### src/rtl/iso_rec_pkg.sv
package iso_rec_pkg;
    localparam int NREC   = 8;
    localparam int IDX_W  = $clog2(NREC);
    localparam int NPAGE  = 7;
    localparam int PG_W   = 3;
    localparam int PTR_W  = 20;
    localparam int OFF_W  = 12;
    localparam int ADDR_W = PTR_W + OFF_W;
    localparam int LEN_W  = 12;
    localparam int MPS_W  = 11;
    localparam int EP_W   = 4;
    localparam int DEV_W  = 7;
    localparam int ERR_W  = 3;
    localparam int STAT_W = ERR_W + 1;

    typedef struct packed {
        logic              busy;
        logic [IDX_W-1:0]  idx;
        logic [LEN_W-1:0]  rec_len;
        logic              exec;
        logic [ADDR_W-1:0] addr;
        logic [LEN_W-1:0]  xlen;
        logic [EP_W-1:0]   ep;
        logic [DEV_W-1:0]  dev;
        logic              dir_in;
        logic              pg_err;
        logic              wb;
        logic [IDX_W-1:0]  wb_idx;
        logic [LEN_W-1:0]  wb_len;
        logic [STAT_W-1:0] wb_stat;
    } sel_state_t;
endpackage

### src/rtl/iso_rec_mux.sv
module iso_rec_mux #(
    parameter int NREC  = 8,
    parameter int LEN_W = 12,
    parameter int OFF_W = 12,
    parameter int PG_W  = 3,
    localparam int IDX_W = $clog2(NREC)
) (
    input  logic [NREC-1:0]       act_i,
    input  logic [NREC*LEN_W-1:0] len_i,
    input  logic [NREC*OFF_W-1:0] off_i,
    input  logic [NREC*PG_W-1:0]  pg_i,
    input  logic [IDX_W-1:0]      idx_i,
    output logic                  act_o,
    output logic [LEN_W-1:0]      len_o,
    output logic [OFF_W-1:0]      off_o,
    output logic [PG_W-1:0]       pg_o
);
    logic [LEN_W-1:0] len_a [NREC];
    logic [OFF_W-1:0] off_a [NREC];
    logic [PG_W-1:0]  pg_a  [NREC];

    for (genvar k = 0; k < NREC; k++) begin : g_unpack
        assign len_a[k] = len_i[k*LEN_W +: LEN_W];
        assign off_a[k] = off_i[k*OFF_W +: OFF_W];
        assign pg_a[k]  = pg_i[k*PG_W +: PG_W];
    end

    assign act_o = act_i[idx_i];
    assign len_o = len_a[idx_i];
    assign off_o = off_a[idx_i];
    assign pg_o  = pg_a[idx_i];
endmodule

### src/rtl/iso_addr_form.sv
module iso_addr_form #(
    parameter int NPAGE = 7,
    parameter int PG_W  = 3,
    parameter int PTR_W = 20,
    parameter int OFF_W = 12,
    parameter int LEN_W = 12,
    parameter int MPS_W = 11,
    localparam int ADDR_W = PTR_W + OFF_W
) (
    input  logic [NPAGE*PTR_W-1:0] page_i,
    input  logic [PG_W-1:0]        pg_i,
    input  logic [OFF_W-1:0]       off_i,
    input  logic [LEN_W-1:0]       len_i,
    input  logic [MPS_W-1:0]       mps_i,
    output logic [ADDR_W-1:0]      addr_o,
    output logic [LEN_W-1:0]       xlen_o,
    output logic                   pg_bad_o
);
    logic [PTR_W-1:0] ptr_a [NPAGE];
    logic [PTR_W-1:0] ptr_sel;
    logic [LEN_W-1:0] mps_ext;

    for (genvar p = 0; p < NPAGE; p++) begin : g_page
        assign ptr_a[p] = page_i[p*PTR_W +: PTR_W];
    end

    always_comb begin
        ptr_sel = '0;
        for (int p = 0; p < NPAGE; p++) begin
            if (int'(pg_i) == p) ptr_sel = ptr_a[p];
        end
    end

    assign pg_bad_o = int'(pg_i) >= NPAGE;
    assign addr_o   = {ptr_sel, off_i};
    assign mps_ext  = LEN_W'(mps_i);
    assign xlen_o   = (len_i < mps_ext) ? len_i : mps_ext;
endmodule

### src/rtl/iso_wb_calc.sv
module iso_wb_calc #(
    parameter int LEN_W = 12,
    parameter int ERR_W = 3,
    localparam int STAT_W = ERR_W + 1
) (
    input  logic [LEN_W-1:0]  len_i,
    input  logic [LEN_W-1:0]  bytes_i,
    input  logic [ERR_W-1:0]  err_i,
    output logic [LEN_W-1:0]  len_o,
    output logic [STAT_W-1:0] stat_o
);
    assign len_o  = (bytes_i >= len_i) ? '0 : (len_i - bytes_i);
    assign stat_o = {err_i, 1'b0};
endmodule

### src/rtl/iso_rec_sel.sv
module iso_rec_sel
    import iso_rec_pkg::*;
(
    input  logic                    clk_i,
    input  logic                    rst_ni,
    input  logic                    start_i,
    input  logic [IDX_W-1:0]        uframe_i,
    input  logic [NREC-1:0]         rec_active_i,
    input  logic [NREC*LEN_W-1:0]   rec_len_i,
    input  logic [NREC*OFF_W-1:0]   rec_off_i,
    input  logic [NREC*PG_W-1:0]    rec_pg_i,
    input  logic [NPAGE*PTR_W-1:0]  page_ptr_i,
    input  logic [MPS_W-1:0]        max_pkt_i,
    input  logic [EP_W-1:0]         ep_i,
    input  logic [DEV_W-1:0]        dev_i,
    input  logic                    dir_in_i,
    input  logic                    done_i,
    input  logic [LEN_W-1:0]        done_bytes_i,
    input  logic [ERR_W-1:0]        done_err_i,
    output logic                    busy_o,
    output logic                    exec_o,
    output logic [ADDR_W-1:0]       exec_addr_o,
    output logic [LEN_W-1:0]        exec_len_o,
    output logic [EP_W-1:0]         tok_ep_o,
    output logic [DEV_W-1:0]        tok_dev_o,
    output logic                    dir_in_o,
    output logic                    page_err_o,
    output logic                    wb_o,
    output logic [IDX_W-1:0]        wb_idx_o,
    output logic [LEN_W-1:0]        wb_len_o,
    output logic [STAT_W-1:0]       wb_status_o
);
    sel_state_t st_d, st_q;

    logic              sel_act;
    logic [LEN_W-1:0]  sel_len;
    logic [OFF_W-1:0]  sel_off;
    logic [PG_W-1:0]   sel_pg;
    logic [ADDR_W-1:0] f_addr;
    logic [LEN_W-1:0]  f_xlen;
    logic              f_pg_bad;
    logic [LEN_W-1:0]  w_len;
    logic [STAT_W-1:0] w_stat;

    iso_rec_mux #(
        .NREC (NREC), .LEN_W(LEN_W), .OFF_W(OFF_W), .PG_W(PG_W)
    ) u_mux (
        .act_i (rec_active_i), .len_i(rec_len_i), .off_i(rec_off_i),
        .pg_i  (rec_pg_i),     .idx_i(uframe_i),
        .act_o (sel_act),      .len_o(sel_len),   .off_o(sel_off),
        .pg_o  (sel_pg)
    );

    iso_addr_form #(
        .NPAGE(NPAGE), .PG_W(PG_W), .PTR_W(PTR_W), .OFF_W(OFF_W),
        .LEN_W(LEN_W), .MPS_W(MPS_W)
    ) u_addr (
        .page_i (page_ptr_i), .pg_i(sel_pg), .off_i(sel_off),
        .len_i  (sel_len),    .mps_i(max_pkt_i),
        .addr_o (f_addr),     .xlen_o(f_xlen), .pg_bad_o(f_pg_bad)
    );

    iso_wb_calc #(
        .LEN_W(LEN_W), .ERR_W(ERR_W)
    ) u_wb (
        .len_i (st_q.rec_len), .bytes_i(done_bytes_i), .err_i(done_err_i),
        .len_o (w_len),        .stat_o(w_stat)
    );

    always_comb begin
        st_d        = st_q;
        st_d.exec   = 1'b0;
        st_d.pg_err = 1'b0;
        st_d.wb     = 1'b0;
        if (!st_q.busy) begin
            if (start_i && sel_act) begin
                if (f_pg_bad) begin
                    st_d.pg_err = 1'b1;
                end else begin
                    st_d.exec    = 1'b1;
                    st_d.busy    = 1'b1;
                    st_d.idx     = uframe_i;
                    st_d.rec_len = sel_len;
                    st_d.addr    = f_addr;
                    st_d.xlen    = f_xlen;
                    st_d.ep      = ep_i;
                    st_d.dev     = dev_i;
                    st_d.dir_in  = dir_in_i;
                end
            end
        end else if (done_i) begin
            st_d.busy    = 1'b0;
            st_d.wb      = 1'b1;
            st_d.wb_idx  = st_q.idx;
            st_d.wb_len  = w_len;
            st_d.wb_stat = w_stat;
        end
    end

    always_ff @(posedge clk_i) begin
        if (!rst_ni) st_q <= '0;
        else         st_q <= st_d;
    end

    assign busy_o      = st_q.busy;
    assign exec_o      = st_q.exec;
    assign exec_addr_o = st_q.addr;
    assign exec_len_o  = st_q.xlen;
    assign tok_ep_o    = st_q.ep;
    assign tok_dev_o   = st_q.dev;
    assign dir_in_o    = st_q.dir_in;
    assign page_err_o  = st_q.pg_err;
    assign wb_o        = st_q.wb;
    assign wb_idx_o    = st_q.wb_idx;
    assign wb_len_o    = st_q.wb_len;
    assign wb_status_o = st_q.wb_stat;

    p_exec_after_start_r10: assert property (@(posedge clk_i) disable iff (!rst_ni)
        exec_o |-> $past(start_i) && busy_o);

    p_exec_needs_active_r2: assert property (@(posedge clk_i) disable iff (!rst_ni)
        exec_o |-> $past(rec_active_i[uframe_i]));

    p_len_clipped_r4: assert property (@(posedge clk_i) disable iff (!rst_ni)
        exec_o |-> exec_len_o <= LEN_W'($past(max_pkt_i)));

    p_pgerr_no_exec_r8: assert property (@(posedge clk_i) disable iff (!rst_ni)
        page_err_o |-> !exec_o && !busy_o);

    p_wb_after_done_r6: assert property (@(posedge clk_i) disable iff (!rst_ni)
        wb_o |-> $past(done_i) && $past(busy_o) && !busy_o);

    p_wb_inactive_r7: assert property (@(posedge clk_i) disable iff (!rst_ni)
        wb_o |-> !wb_status_o[0]);

    p_busy_hold_r9: assert property (@(posedge clk_i) disable iff (!rst_ni)
        busy_o && !done_i |=> busy_o && !exec_o && !page_err_o);

    p_one_pulse_r10: assert property (@(posedge clk_i) disable iff (!rst_ni)
        $onehot0({exec_o, page_err_o, wb_o}));
endmodule

### config.mk
export PLATFORM = sky130hd
export DESIGN_NAME = iso_rec_sel
export DESIGN_NICKNAME = d
export VERILOG_FILES = /design/src/rtl/iso_rec_pkg.sv /design/src/rtl/iso_rec_mux.sv /design/src/rtl/iso_addr_form.sv /design/src/rtl/iso_wb_calc.sv /design/src/rtl/iso_rec_sel.sv
export SDC_FILE = /design/constraint.sdc
export NUM_CORES = 1
export LEC_CHECK = 0
export BUFFER_PORTS_ARGS = -buffer_cell sky130_fd_sc_hd__buf_4
export CORE_AREA = 10 10 183 185
export CTS_CLUSTER_DIAMETER = 100
export DETAILED_ROUTE_END_ITERATION = 6
export DIE_AREA = 0 0 193 195
export SYNTH_ARGS = -nofsm -noshare
export SYNTH_HDL_FRONTEND = slang
export SYNTH_SLANG_ARGS = --single-unit
### constraint.sdc
create_clock -name clk_i -period 10.3 [get_ports clk_i]
set_input_delay 1.03 -clock clk_i [delete_from_list [all_inputs] [get_ports clk_i]]
set_output_delay 1.03 -clock clk_i [all_outputs]
set_load 0.05 [all_outputs]
==> Word level (Yosys, flattened, before mapping) <==
Index checks and enable logic that the tools add are counted.
{ "classes": {"addsub": 1, "n_lt_le_gt_ge": 5, "eq_ne": 6, "mux": 26, "n_bitwise": 5, "n_reduce_logical": 6} }
{ "ops": {"columns": ["op", "count"], "rows": [
  ["20-bit two-way mux", 8],
  ["74-bit two-way mux", 1],
  ["73-bit two-way mux", 1],
  ["12-bit binary-select mux with 3-bit select", 2],
  ["12-bit two-way mux", 6],
  ["3-bit == test (second input constant)", 4],
  ["12-bit greater-or-equal comparator", 1],
  ["12-bit by 11-bit < comparator with 1-bit output", 1],
  ["12-bit subtractor", 1],
  ["3-bit binary-select mux with 3-bit select", 1],
  ["3-bit by 2-bit == test with 1-bit output (second input constant)", 2],
  ["3-bit two-way mux", 2],
  ["4-bit greater-or-equal comparator (second input constant)", 1],
  ["3-bit by 4-bit < comparator with 1-bit output (second input constant)", 1],
  ["1-bit two-way mux", 4],
  ["1-bit NOT", 4],
  ["3-bit NOT with 4-bit output", 1],
  ["2-bit AND reduction", 2],
  ["1-bit binary-select mux with 3-bit select", 1],
  ["3-bit greater-or-equal comparator (second input constant)", 1],
  ["3-bit zero test", 1],
  ["3-bit AND reduction", 1],
  ["3-bit OR reduction", 1],
  ["1-bit logical AND", 1]
]} }
{ "totals": {"regBits": 93, "output_inout_bits": 79} }

==> Longest topological paths before layout <==
{ "logic_depth": {"depth_word": 15, "mapped_depth": 16, "depth_no_buf": 11} }

==> By module <==
Synthesis repeated with hierarchy kept, for this count alone.
{ "hier_totals": {"hier_cells": 951, "hier_area_um2": 8455.6} }
{ "modules_own_cells": {"columns": ["mod", "n_inst", "cells_each", "area_each_um2", "seq_area_each_um2"], "rows": [
  ["iso_rec_sel", 1, 481, 4342.9, 1881.8],
  ["iso_rec_mux", 1, 99, 1699.1, 0.0],
  ["iso_addr_form", 1, 261, 1675.4, 0.0],
  ["iso_wb_calc", 1, 110, 738.2, 0.0]
]} }

==> Worst setup path after synthesis <==
Ideal clock, no wire load.
{ "synth_path": {"kind": "input -> register", "startpoint": "in uframe_i[1]", "endpoint": "reg st_q, in the netlist exec_len_o[10]", "arrival_ns": 3.978, "required_time_ns": 10.230, "path_slack_ns": 6.251, "stages": 15, "n_path_buf": 6, "cell_sequence": "buf_6 > buf_6 > buf_6 > buf_2 > buf_2 > mux4_2 > mux2_2 > ha_1 > a21oi_1 > o21ai_0 > nor3_1 > o31a_2 > buf_2 > a211o_1 > a21oi_1"} }
{ "synth_via": {"word_cells_on_any_way": 15} }
{ "synth_lines": {"columns": ["element", "line_no", "rtl"], "rows": [
  ["start, declared", "iso_rec_sel.sv:7", "input logic [IDX_W-1:0] uframe_i,"],
  ["3-bit NOT with 4-bit output (not written as such)", "iso_rec_mux.sv:29", "assign len_o = len_a[idx_i];"],
  ["12-bit binary-select mux with 3-bit select", "iso_rec_mux.sv:29", null],
  ["12-bit two-way mux (not written as such) (2 in a row)", "iso_rec_mux.sv:29", null],
  ["via sel_len[5]", "iso_rec_sel.sv:36", "logic [LEN_W-1:0] sel_len;"],
  ["12-bit by 11-bit < comparator with 1-bit output", "iso_addr_form.sv:37", "assign xlen_o = (len_i < mps_ext) ? len_i : mps_ext;"],
  ["12-bit two-way mux", "iso_addr_form.sv:37", null],
  ["end signal, assigned", "iso_rec_sel.sv:102", "else st_q <= st_d;"],
  ["end, declared", "iso_rec_sel.sv:33", "sel_state_t st_d, st_q;"]
]} }
The timed path passes the listed nets, and every way through them passes these cells. The select of a mux whose other input is x is not followed.
A chain may end at the register's enable or synchronous reset.

==> Final worst setup path <==
{ "layout_path": {"startpoint": "in uframe_i[1]", "endpoint": "reg st_q, in the netlist exec_addr_o[18]"} }
{ "layout_via": {"elab_chain_len": 12, "word_cells_on_any_way": 24} }
{ "layout_rtl": {"columns": ["element", "line_no", "rtl"], "rows": [
  ["3-bit NOT with 4-bit output (not written as such)", "iso_rec_mux.sv:31", "assign pg_o = pg_a[idx_i];"],
  ["3-bit binary-select mux with 3-bit select", "iso_rec_mux.sv:31", null],
  ["3-bit two-way mux (not written as such) (2 in a row)", "iso_rec_mux.sv:31", null],
  ["3-bit zero test", "iso_addr_form.sv:30", "if (int'(pg_i) == p) ptr_sel = ptr_a[p];"],
  ["20-bit two-way mux (7 in a row)", "iso_addr_form.sv:30", null]
]} }
Parallel ways exist; a longest one is shown, timed or not. The select of a mux whose other input is x is not followed.

==> flow_metrics.env <==
export IMPL_outcome="completed"
export IMPL_ys_seq_area_share_pct=24.5
export IMPL_first_global_vias=8002
export IMPL_grt_max_degree=72
export IMPL_critPathRequiredTime_ps=10550
export IMPL_row_count=64
export IMPL_num_antenna_cells=0
export IMPL_holdBufCountCts=0
export IMPL_die_w_um=193
export IMPL_synth_area_leaders="dfxtp_1 (24%), mux4_2 (17%), buf_4 (8.2%)"
export IMPL_synth_seq_cells=93
export IMPL_fillerInstances=3090
export IMPL_cts_tree="yes"
export IMPL_cts_root_buf="clkbuf_16"
export IMPL_worstPathMaxFanout=71
export IMPL_max_cap_violations=0
export IMPL_routed_wl_mm=37.0
export IMPL_ys_warn_count=0
export IMPL_wire_per_inst_um=23.4
export IMPL_coreArea_um2=30000
export IMPL_p_leak_nw=5.18
export IMPL_synth_edf_count=0
export IMPL_final_nets=1613
export IMPL_synth_cells=813
export IMPL_yosysMostFrequentCell="dfxtp_1"
export IMPL_worstSetupEndpointType="flop"
export IMPL_antenna_found_initial=0
export IMPL_synth_area_um2=7610
export IMPL_grt_usage_pct=18.8
export IMPL_dp_hpwl_mm=31.7
export IMPL_gr_total_overflow=0
export IMPL_dieArea_um2=37600
export IMPL_setup_viol=0
export IMPL_ys_flop_type="dfxtp_1"
export IMPL_cts_buffer_depth=2
export IMPL_drc=0
export IMPL_cp_start_kind="input port"
export IMPL_pwr_density_cell_nw_per_um2=118
export IMPL_synthTopCellsByCount="dfxtp_1 (93), buf_4 (83), a21oi_1 (73)"
export IMPL_tightest_slew_ps=1060
export IMPL_cts_resized=0
export IMPL_ys_types=48
export IMPL_final_max_slew_viol_count=0
export IMPL_clk_pin_slew_worst_paths_ps=80
export IMPL_setup_ws_ps=6050
export IMPL_min_path_type="reg -> reg"
export IMPL_globalplace_congestion=0.919
export IMPL_ir_drop_mv=0.0938
export IMPL_holdWs_ps=458
export IMPL_dr_pass1_iters=5
export IMPL_start_util_pct=25.4
export IMPL_cts_sinks=93
export IMPL_fin_skew_ps=14.4
export IMPL_max_freq_mhz=235
export IMPL_grt_setup_unrepaired="false"
export IMPL_num_vias=7626
export IMPL_grt_pass1_wl_mm=53.0
export IMPL_synth_nets=1245
export IMPL_die_y_um=195
export IMPL_yosys_area_top_type_share_pct=24.5
export IMPL_drive_gt1_share_pct=52.4
export IMPL_clk_latency_ps=350
export IMPL_io_buffers=486
export IMPL_num_io_pins=488
export IMPL_synth_avg_cell_area_um2=9.36
export IMPL_dpl_worst_slack_ps=5710
export IMPL_min_period_over_period_pct=41.3
export IMPL_via_per_inst=4.82
export IMPL_cts_buffers=9
export IMPL_htree_levels=3
export IMPL_crit_type="in -> reg"
export IMPL_maxSlewHeadroom_pct=29.3
export IMPL_post_cts_buffers=0
export IMPL_synthArstFlopShare_pct=0
export IMPL_post_route_min_period_ps=4250
export IMPL_synth_top_cell_by_area="dfxtp_1"
export IMPL_hold_viol=0
export IMPL_syn2layout_area_growth_pct=47.6
export IMPL_dr_first_iter_drc_count=366
export IMPL_cp_arrival_ps=4500
export IMPL_finalSetupTns_ps=0
export IMPL_antenna_left=0
==> final timing paths <==
| path | start | endpoint | slack, ps | cells past startpoint |
|---|---|---|---|---|
| min reg2reg | exec_len_o[3] | exec_len_o[3] | 460 | 2 |
| min | exec_len_o[3] | exec_len_o[3] | 460 | 2 |
| max | uframe_i[1] | exec_addr_o[18] | 6050 | 8 |
| max reg2reg | st_q[78] | wb_len_o[11] | 7460 | 11 |
==> flip-flops by register name, indices dropped and copies added, names as in the netlist <==
| signal | cells |
|---|---|
| wb_len_o | 12 |
| exec_len_o | 12 |
| page_err_o | 1 |
| st_q | 15 |
| wb_o | 1 |
| wb_status_o | 3 |
| wb_idx_o | 3 |
| dir_in_o | 1 |
| busy_o | 1 |
| exec_addr_o | 32 |
| tok_dev_o | 7 |
| tok_ep_o | 4 |
| exec_o | 1 |
==> final cells by class <==
class	instances	area [um^2]	share of cell area [%]
inverter	39	146	1.30
sequential	93	1860	16.6
tap	396	495	4.41
clock inverter	5	63.8	0.568
clock buffer	11	243	2.16
multi-input combinational	546	4730	42.1
timing repair buffer	492	3690	32.9
==> stage by stage <==
stage | power [mW] | area (um^2) | instances | utilization [%]
6_report | 1.32 | 11200 | 1582 | 37.4
5_1_grt | 1.40 | 11200 | 1582 | 37.4
4_1_cts | 1.34 | 11200 | 1582 | 37.4
3_5_place_dp | 0.979 | 10900 | 1566 | 36.4
3_3_place_gp | 0.973 | 10900 | 1566 | 36.4
2_1_floorplan | 0.775 | 7610 | 813 | -
==> worst max-delay path: stages <==
cell and delay, ps:
buf_4 690, mux4_2 630, mux2i_4 140, buf_4 520, nand2_1 630, o221ai_1 370
o21ai_0 190, a22o_1 240
==> cell usage in the layout (no fill, tap or decap), types with 4 or more instances in the layout <==
master / instances
buf_4: 492
o21ai_0: 23
nor2b_1: 6
nand2_1: 66
dfxtp_1: 93
o21ai_1: 8
a21o_1: 5
a32o_1: 6
mux2i_1: 37
a22o_1: 34
a211o_1: 11
clkbuf_16: 9
nor2_1: 72
nand3_1: 5
ha_1: 22
xnor2_1: 4
inv_1: 38
a211oi_1: 7
o221ai_1: 18
mux4_2: 59
a32oi_1: 4
mux2_2: 31
a211oi_2: 19
a21oi_1: 72
==> where the power goes <==
part | total [mW] | internal, mW | switching (mW)
clock network | 0.353 | 0.198 | 0.155
logic | 0.567 | 0.261 | 0.305
registers | 0.404 | 0.386 | 0.0173
total | 1.32 | 0.846 | 0.478
==> per-layer routing <==
| layer | GRT usage [%] | wire length [um] |
|---|---|---|
| met5 | 0 | 0 |
| met4 | 4.02 | 566 |
| met3 | 4.12 | 2350 |
| met2 | 30.7 | 18200 |
| met1 | 24.9 | 16000 |
==> cell families after synthesis <==
group	after synthesis	share of synthesized area, %
AO/OA/AOI/OAI	220	20.9
buffers and inverters	174	13.7
AND/OR/NAND/NOR	167	9.24
multiplexers	128	27.0
flip-flops	93	24.5
adder cells (fa/ha/maj)	23	3.88
XOR/XNOR	7	0.805
other	1	0.0493
No activity file was read; power rests on OpenSTA's default activity.
